File: src/rtl/move_fu.sv
module move_fu #(
  parameter int W      = 16,
  parameter int LAT    = 3,
  parameter bit SHADOW = 1'b1
) (
  input  logic         clk,
  input  logic         rst_n,
  input  logic         lock_i,
  input  logic         opnd_we_i,
  input  logic [W-1:0] opnd_i,
  input  logic         trig_we_i,
  input  logic [W-1:0] trig_i,
  input  logic [1:0]   opsel_i,
  output logic [W-1:0] res_o,
  output logic         res_ready_o,
  output logic         fu_ready_o
);

  localparam int NDLY = LAT - 3;

  logic         adv;
  logic [W-1:0] opnd_q;
  logic [W-1:0] t1, t2;
  logic [1:0]   o1, o2;
  logic         v1, v2;
  logic [W-1:0] a_src;
  logic [W-1:0] alu;
  logic         fin_v;
  logic [W-1:0] fin_d;
  logic [W-1:0] res_q;
  logic         rdy_q;

  assign adv = ~lock_i;

  always_ff @(posedge clk) begin
    if (!rst_n) begin
      opnd_q <= '0;
      v1     <= 1'b0;
      v2     <= 1'b0;
      t1     <= '0;
      t2     <= '0;
      o1     <= '0;
      o2     <= '0;
    end else if (adv) begin
      if (opnd_we_i) opnd_q <= opnd_i;
      v1 <= trig_we_i;
      if (trig_we_i) begin
        t1 <= trig_i;
        o1 <= opsel_i;
      end
      v2 <= v1;
      if (v1) begin
        t2 <= t1;
        o2 <= o1;
      end
    end
  end

  generate
    if (SHADOW) begin : g_shadow
      logic [W-1:0] s1, s2;
      always_ff @(posedge clk) begin
        if (!rst_n) begin
          s1 <= '0;
          s2 <= '0;
        end else if (adv) begin
          if (trig_we_i) s1 <= opnd_we_i ? opnd_i : opnd_q;
          if (v1)        s2 <= s1;
        end
      end
      assign a_src = s2;
    end else begin : g_live
      assign a_src = opnd_q;
    end
  endgenerate

  always_comb begin
    case (o2)
      2'd0:    alu = a_src + t2;
      2'd1:    alu = a_src - t2;
      2'd2:    alu = a_src * t2;
      default: alu = '0;
    endcase
  end

  generate
    if (NDLY == 0) begin : g_nodly
      assign fin_v = v2;
      assign fin_d = alu;
    end else begin : g_dly
      logic         dv [NDLY];
      logic [W-1:0] dd [NDLY];
      always_ff @(posedge clk) begin
        if (!rst_n) begin
          for (int i = 0; i < NDLY; i++) begin
            dv[i] <= 1'b0;
            dd[i] <= '0;
          end
        end else if (adv) begin
          dv[0] <= v2;
          if (v2) dd[0] <= alu;
          for (int i = 1; i < NDLY; i++) begin
            dv[i] <= dv[i-1];
            if (dv[i-1]) dd[i] <= dd[i-1];
          end
        end
      end
      assign fin_v = dv[NDLY-1];
      assign fin_d = dd[NDLY-1];
    end
  endgenerate

  always_ff @(posedge clk) begin
    if (!rst_n) begin
      res_q <= '0;
      rdy_q <= 1'b0;
    end else if (adv) begin
      rdy_q <= fin_v;
      if (fin_v) res_q <= fin_d;
    end else begin
      rdy_q <= 1'b0;
    end
  end

  assign res_o       = res_q;
  assign res_ready_o = rdy_q;
  assign fu_ready_o  = rst_n & ~lock_i;

endmodule

File: config.mk
export PLATFORM = sky130hd
export DESIGN_NAME = move_fu
export DESIGN_NICKNAME = d
export VERILOG_FILES = /design/src/rtl/move_fu.sv
export SDC_FILE = /design/constraint.sdc
export NUM_CORES = 1
export LEC_CHECK = 0
export BUFFER_PORTS_ARGS = -buffer_cell sky130_fd_sc_hd__buf_2
export CELL_PAD_IN_SITES_DETAIL_PLACEMENT = 0
export CELL_PAD_IN_SITES_GLOBAL_PLACEMENT = 1
export CORE_UTILIZATION = 52
export CTS_BUF_LIST = sky130_fd_sc_hd__clkbuf_4
export DETAILED_ROUTE_END_ITERATION = 10
export HOLD_SLACK_MARGIN = 0.03
export PLACE_DENSITY_LB_ADDON = 0.12
export SLEW_MARGIN = 20
export SYNTH_ARGS = -nofsm -noshare
export SYNTH_HDL_FRONTEND = slang
export SYNTH_SLANG_ARGS = --single-unit
File: constraint.sdc
create_clock -name clk -period 11.5 [get_ports clk]
set_clock_uncertainty 0.15 [all_clocks]
set_input_delay 1.725 -clock clk [delete_from_list [all_inputs] [get_ports clk]]
set_output_delay 1.725 -clock clk [all_outputs]
set_load 0.02 [all_outputs]
==> reports/qor.yml, run 1 <==
floorplan:
  placeableCoreArea_um2: 17200
  io_pins: 57
  dieWidth_um: 134
  initial_utilization_pct: 53.1
  die_y_um: 134
  core.rowCount: 48
  design.die.area_um2: 18100
routing:
  dr.pass1.iters: 5
  post_drt_via_cell_ratio: 5.35
  drt-wirelength-per-cell_um: 16.5
  dr.first_iter.drc_count: 300
  drt.antenna.violating_nets: 0
  drc: 0
  count_of_vias_placed_by_the_detailed_router: 7133
  wirelength_um: 22000
setup_path:
  worst_path_largest_cell_delay_ns: 0.85
  cpLargestDelayFamily: "adder cells"
  worst_r2r_path_depth: 16
  reg2reg_from: "t2[1]$_SDFFE_PN0P_"
  type_of_origin_of_the_critical_path: "flip-flop"
  cp_data_required_time_ns: 11.73
  regToRegSetupSlack_ns: 5.52
  critical_path.reg2reg.endpoint: "res_o[14]$_SDFFE_PN0P_"
  timing_worst_setup_path_type: "flip-flop to flip-flop"
  critical_path.n_buffers_inverters: 3
  crit_path_max_fanout: 18
  cp_data_arrival_time_ns: 6.20
  cell_chain_of_the_critical_path: "nand2_1 > fa_1 > fa_1 > fa_1 > fa_1 > inv_1 > fa_1 > inv_1 > fa_1 > inv_1 > ha_1 > and3_1 > a211oi_1 > a21oi_1 > mux2i_1 > a211o_1"
  crit_slowest_cell: "dfxtp_1"
  crit_path_end_kind: "flip-flop"
  path_common_cell: "fa_1"
clocking:
  cts.hold.buffers_added: 0
  cts.root.buffer_cell: "clkbuf_4"
  cts_tree: "built"
  clk_path_buf_depth: 2
  cts_clk_pin_slew_worst_paths_ns: 0.18
  tritoncts_num_sinks: 103
  insertion_delay_ns: 0.48
  post-cts-setup-buffers: 0
  cts.repair.resized: 0
  cts_inserted_buffers: 9
  depth_of_the_cts_h_tree: 3
layout:
  layout.cells.most_common: "nand2_1"
  layout.cells.most_common_list: "244 x nand2_1, 122 x inv_1, 103 x dfxtp_1, 81 x fa_1, 73 x a21boi_0"
  final_core_utilization_pct: 56.1
  multi_input_comb_area_um2: 6350
  fillcell_total: 1698
  finalInstanceArea_um2: 9640
  ratio_of_cells_with_drive_above_1_in_the_final_layout_pct: 8.21
  area_overhead_of_the_layout_relative_to_synthesis_pct: 5.72
  area.sequential_um2: 2060
  final-instance-count-excl-fill: 1334
  finalNetCount: 1289
power_and_ir_drop:
  leakagePower_uw: 0.00441
  power_per_cell_area_nw_per_um2: 69.4
  max-vdd-ir-drop_mv: 0.0731
synth:
  synthesis.area_per_instance_um2: 8.33
  synth_nets: 1280
  synth.lib_cells_used.distinct: 55
  number_of_flops_mapped_to_enable_cells_by_yosys: 0
  synthArstFlopShare_pct: 0
  yosys_warnings: 0
  synth_ff_type: "dfxtp_1"
  synth_seq_area_share_pct: 22.6
  syn_inst: 1094
  syn-cell-area_um2: 9110
  synth.ff_latch_count: 103
global_routing:
  first_global_vias: 6820
  grt_first_pass_wirelength_um: 35500
  grt_util_all_layers_pct: 25.2
  antenna_found_initial: 1
  global_route.overflow_total: 0
  grt_max_degree: 63
placement:
  place.detailed.instances: 1316
  finalWeightedCongestion: 0.902
  detailedPlacementHpwl_um: 16100
  io_buffer_count: 56
  detailedPlace.worstSlack_ns: 5.54
  detailed_place.area_um2: 9480
hold_path:
  whs_path_depth: 2
  worstHoldEndpoint: "t2[9]$_SDFFE_PN0P_"
  min-delay-start: "t1[9]$_SDFFE_PN0P_"
  worstHoldPathType: "flip-flop to flip-flop"
sta:
  final_report_hold_violation_count: 0
  worst_slew_pin_slew_ns: 0.814
  timing.final.setup_violations: 0
  finalWorstPathRequiredPeriod_ns: 5.98
  drv_slew: 0
  timing.slew.headroom_pct: 45.5
  unrepaired_setup_endpoints_after_global_routing: "false"
  fin_crit_sh_pct: 52.0
  postLayoutSetupSlackWorst_ns: 5.52
  setup_tns_ns: 0
  max_freq_ghz: 0.167
flow_run:
  max_cap_violations: 0
status:
  outcome: "finished, final reports clean"
-- routing by layer --
| layer | vias to the layer above | share of wire [%] | global-route usage (%) |
|---|---|---|---|
| li1 | 3533 | - | - |
| met1 | 3403 | 46 | 34.3 |
| met2 | 164 | 47 | 41.3 |
| met3 | 33 | 4.5 | 3.51 |
| met4 | 0 | 2.1 | 8.18 |
| met5 | - | 0 | 0 |
-- synth_stat cells, drive strengths merged, types with 5 or more instances --
cell | count | area (um2)
nand3 | 5 | 25.0
a21boi | 73 | 548
nand2 | 244 | 916
nor2 | 23 | 86.3
and2 | 66 | 413
xnor2 | 41 | 367
clkbuf | 59 | 221
xor2 | 15 | 131
o21ai | 24 | 120
buf | 6 | 28.8
or3 | 6 | 37.5
a21oi | 32 | 164
inv | 122 | 458
o211ai | 6 | 45.0
nor2b | 9 | 56.3
o21a | 9 | 67.6
nor3 | 7 | 35.0
fa | 81 | 1620
dfxtp | 103 | 2060
ha | 66 | 826
nand2b | 9 | 56.3
o211a | 23 | 230
mux2i | 17 | 170
-- worst max path at each step --
stage | startpoint | end | cells past startpoint
floorplan | t2[1]$_SDFFE_PN0P_ | res_o[14]$_SDFFE_PN0P_ | 18
global placement | t2[1]$_SDFFE_PN0P_ | res_o[14]$_SDFFE_PN0P_ | 16
detailed placement | t2[1]$_SDFFE_PN0P_ | res_o[14]$_SDFFE_PN0P_ | 16
CTS | t2[1]$_SDFFE_PN0P_ | res_o[14]$_SDFFE_PN0P_ | 16
global route | t2[1]$_SDFFE_PN0P_ | res_o[15]$_SDFFE_PN0P_ | 17
finish | t2[1]$_SDFFE_PN0P_ | res_o[14]$_SDFFE_PN0P_ | 16
-- flip-flops by register name (all words and copies together), names as in the netlist --
register	cells
a_src	16
g_shadow.s1	16
opnd_q	16
res_o	16
t1	16
t2	16
o1	2
o2	2
fin_v	1
res_ready_o	1
v1	1
-- final cells by class --
class,instances,share of cell area [%]
Clock buffer,9,0.701
Clock inverter,7,0.571
Sequential cell,103,21.4
Timing Repair Buffer,63,3.66
Multi-Input combinational cell,803,65.9
Tap cell,225,2.92
Inverter,123,4.79
Antenna cell,1,0.0260
-- report_power, final --
part,switching (uW),internal [uW],total (uW)
clock,131,47.8,178
sequential,10.6,369,380
combinational,60.5,49.4,110
total,202,467,668
-- kinds of logic after synthesis --
logic type	share of synthesized area, %
and+or+nand+nor	19.4
muxes	1.87
xor gates and xnor gates	5.71
DFF	22.6
buffers and inverters	7.81
adders and majority gates	26.8
AOI/OAI and AO/OA	15.7
-- stage by stage --
stage	power, uW	hold WS [ns]
CTS	677	0.303
floorplan	466	0.291
detailed placement	497	0.307
finish	668	0.311
global route	703	0.325
global placement	496	0.299
-- tightest hold or removal path, delay by kind of cell (launching register included) --
| family | cells | cell delay (ns) |
|---|---|---|
| compound gates | 1 | 0.06 |
| flops | 1 | 0.34 |
| simple gates | 1 | 0.05 |
Power figures use the tool's default switching activity.
==> run 2, diff against run 1 <==
--- a/config.mk
+++ b/config.mk
@@ -8,7 +8,7 @@
 export BUFFER_PORTS_ARGS = -buffer_cell sky130_fd_sc_hd__buf_2
 export CELL_PAD_IN_SITES_DETAIL_PLACEMENT = 0
 export CELL_PAD_IN_SITES_GLOBAL_PLACEMENT = 1
-export CORE_UTILIZATION = 52
+export CORE_UTILIZATION = 49
 export CTS_BUF_LIST = sky130_fd_sc_hd__clkbuf_4
 export DETAILED_ROUTE_END_ITERATION = 10
 export HOLD_SLACK_MARGIN = 0.03
==> constraint.sdc (replaced) <==
create_clock -name clk -period 5.58 [get_ports clk]
set_clock_uncertainty 0.15 [all_clocks]
set_input_delay 0.837 -clock clk [delete_from_list [all_inputs] [get_ports clk]]
set_output_delay 0.837 -clock clk [all_outputs]
set_load 0.02 [all_outputs]
==> run 2 against run 1 <==
Compared with the run above:
- die area up 6.0%
- clock-buffer cell count unchanged
- final cell count rose by 4.2%
- critical path type unchanged
- highest routed layer unchanged
==> reports/qor.yml, run 2 (synthesis results as in run 1) <==
status:
  outcome: "finished, final reports clean"  # unchanged
hold_path:
  min-delay-start: "t1[3]$_SDFFE_PN0P_"  # was t1[9]$_SDFFE_PN0P_
  worstHoldPathType: "flip-flop to flip-flop"  # unchanged
sta:
  unrepaired_setup_endpoints_after_global_routing: "true"  # was false
  worst_slew_pin_slew_ns: 1.01  # was 0.814 ns
  drv_slew: 0  # unchanged
  fin_crit_sh_pct: 96.5  # was 52.0%
  max_freq_ghz: 0.186  # was 0.167 GHz
  finalWorstPathRequiredPeriod_ns: 5.38  # was 5.98 ns
  final_report_hold_violation_count: 0  # unchanged
  timing.slew.headroom_pct: 32.3  # was 45.5%
  setup_tns_ns: 0  # unchanged
  timing.final.setup_violations: 0  # unchanged
layout:
  ratio_of_cells_with_drive_above_1_in_the_final_layout_pct: 14.1  # was 8.21%
  layout.cells.most_common: "nand2_1"  # unchanged
  finalNetCount: 1341  # was 1,289
  fillcell_total: 1791  # was 1,698
  layout.cells.most_common_list: "244 x nand2_1, 122 x inv_1, 86 x dfxtp_1, 81 x fa_1, 73 x a21boi_0"  # was 244 x nand2_1, 122 x inv_1, 103 x dfxtp_1, 81 x fa_1, 73 x a21boi_0
  area_overhead_of_the_layout_relative_to_synthesis_pct: 10.8  # was 5.72%
  final-instance-count-excl-fill: 1390  # was 1,334
  final_core_utilization_pct: 55.9  # was 56.1%
global_routing:
  first_global_vias: 7282  # was 6,820
  antenna_found_initial: 1  # unchanged
  grt_max_degree: 51  # was 63
  grt_first_pass_wirelength_um: 38300  # was 35,500 um
  global_route.overflow_total: 0  # unchanged
  grt_util_all_layers_pct: 25.5  # was 25.2%
power_and_ir_drop:
  power_per_cell_area_nw_per_um2: 141  # was 69.4 nW/um2
  max-vdd-ir-drop_mv: 0.111  # was 0.0731 mV
  leakagePower_uw: 0.00471  # was 0.00441 uW
setup_path:
  startpoint: "t2[4]$_SDFFE_PN0P_"  # was t2[1]$_SDFFE_PN0P_
  crit_path_max_fanout: 12  # was 18
  timing_worst_setup_path_type: "flip-flop to flip-flop"  # unchanged
  regToRegSetupSlack_ns: 0.20  # was 5.52 ns
  cp_data_required_time_ns: 5.88  # was 11.73 ns
  crit_path_end_kind: "flip-flop"  # unchanged
  reg2reg_from: "t2[4]$_SDFFE_PN0P_"  # was t2[1]$_SDFFE_PN0P_
  crit_slowest_cell: "fa_1"  # was dfxtp_1
  cp_data_arrival_time_ns: 5.69  # was 6.20 ns
  type_of_origin_of_the_critical_path: "flip-flop"  # unchanged
  path_common_cell: "fa_1"  # unchanged
  worst_path_largest_cell_delay_ns: 0.55  # was 0.85 ns
  cell_chain_of_the_critical_path: "and2_1 > fa_1 > inv_1 > fa_1 > fa_1 > fa_1 > inv_1 > fa_1 > inv_1 > fa_1 > inv_1 > ha_1 > nand3_1 > nand2_1 > o311ai_2 > a21oi_1 > o41ai_2 > o2bb2ai_1"  # was nand2_1 > fa_1 > fa_1 > fa_1 > fa_1 > inv_1 > fa_1 > inv_1 > fa_1 > inv_1 > ha_1 > and3_1 > a211oi_1 > a21oi_1 > mux2i_1 > a211o_1
placement:
  place.detailed.instances: 1373  # was 1,316
  finalWeightedCongestion: 0.872  # was 0.902
  io_buffer_count: 56  # unchanged
  detailedPlacementHpwl_um: 18700  # was 16,100 um
floorplan:
  initial_utilization_pct: 50.4  # was 53.1%
  core.rowCount: 49  # was 48
  design.die.area_um2: 19200  # was 18,100 um2
  die_y_um: 138  # was 134 um
  placeableCoreArea_um2: 18100  # was 17,200 um2
  dieWidth_um: 138  # was 134 um
  io_pins: 57  # unchanged
routing:
  drt.antenna.violating_nets: 0  # unchanged
  post_drt_via_cell_ratio: 5.26  # was 5.35
  dr.pass1.iters: 5  # unchanged
  drc: 0  # unchanged
  dr.first_iter.drc_count: 337  # was 300
  count_of_vias_placed_by_the_detailed_router: 7309  # was 7,133
  wirelength_um: 23300  # was 22,000 um
  drt-wirelength-per-cell_um: 16.7  # was 16.5 um
clocking:
  depth_of_the_cts_h_tree: 3  # unchanged
  cts_tree: "built"  # unchanged
  cts_clk_pin_slew_worst_paths_ns: 0.19  # was 0.18 ns
  tritoncts_num_sinks: 103  # unchanged
  cts.root.buffer_cell: "clkbuf_4"  # unchanged
  insertion_delay_ns: 0.50  # was 0.48 ns
  clk_path_buf_depth: 2  # unchanged
  cts_inserted_buffers: 9  # unchanged
flow_run:
  max_cap_violations: 0  # unchanged
[run 2: cell types whose count changed in the layout (fill, tap and decap cells not counted), sizes merged]
cell and change:
inv -1, clkinvlp +2, buf +52, clkinv -1
[run 2: metrics by stage]
stage	hold WS [ns]	total power, uW	setup slack (ns)	area (um2)
after floorplan	0.291	961	0.0546	9120
after global placement	0.298	1030	0.0138	9910
after detailed placement	0.305	1030	-0.0260	9910
after CTS	0.320	1440	0.0127	10100
after global routing	0.342	1490	-0.0193	10100
final	0.311	1420	0.196	10100
[run 2: where the power goes]
group	internal [uW]	switching, uW
registers	761	17.5
logic	105	133
clock network	105	300
total	970	450
[run 2: repair_timing]
item / CTS / global route
hold buffers: 0 / 0
pin swaps: 0 / 3
setup buffers: 0 / 0
cloned: 0 / 0
setup endpoints to repair: 1 / 3
resized for setup: 6 / 18
[run 2: final cells by class]
cell class / count / area [um2] / area share (%)
multi-input combinational: 803 / 6370 / 63.0
sequential: 103 / 2090 / 20.7
timing repair buffer: 115 / 748 / 7.41
inverter: 123 / 462 / 4.57
tap: 229 / 287 / 2.84
clock inverter: 7 / 76.3 / 0.755
clock buffer: 9 / 67.6 / 0.669
antenna: 1 / 2.50 / 0.0248
[run 2: worst max-delay path, delay by kind of cell, from the launching register on]
| kind | cells | cell delay (ns) |
|---|---|---|
| AO/OA/AOI/OAI | 4 | 0.90 |
| adder cells (fa/ha/maj) | 7 | 3.31 |
| buffers and inverters | 4 | 0.19 |
| flip-flops | 1 | 0.42 |
| AND/OR/NAND/NOR | 3 | 0.36 |
[run 2: per-layer routing]
layer | wire [um] | global-route usage (%) | share of wire, %
met1 | 10900 | 34.2 | 47
met2 | 11100 | 42.7 | 48
met3 | 687 | 2.74 | 3.0
met4 | 592 | 8.99 | 2.5
met5 | 0 | 0 | 0
[run 2: final timing paths]
path                                                to  depth (start not counted)
worst min-delay path                t2[3]$_SDFFE_PN0P_                          2
worst max-delay path            res_o[15]$_SDFFE_PN0P_                         18
worst min register to register      t2[3]$_SDFFE_PN0P_                          2
worst max register to register  res_o[15]$_SDFFE_PN0P_                         18
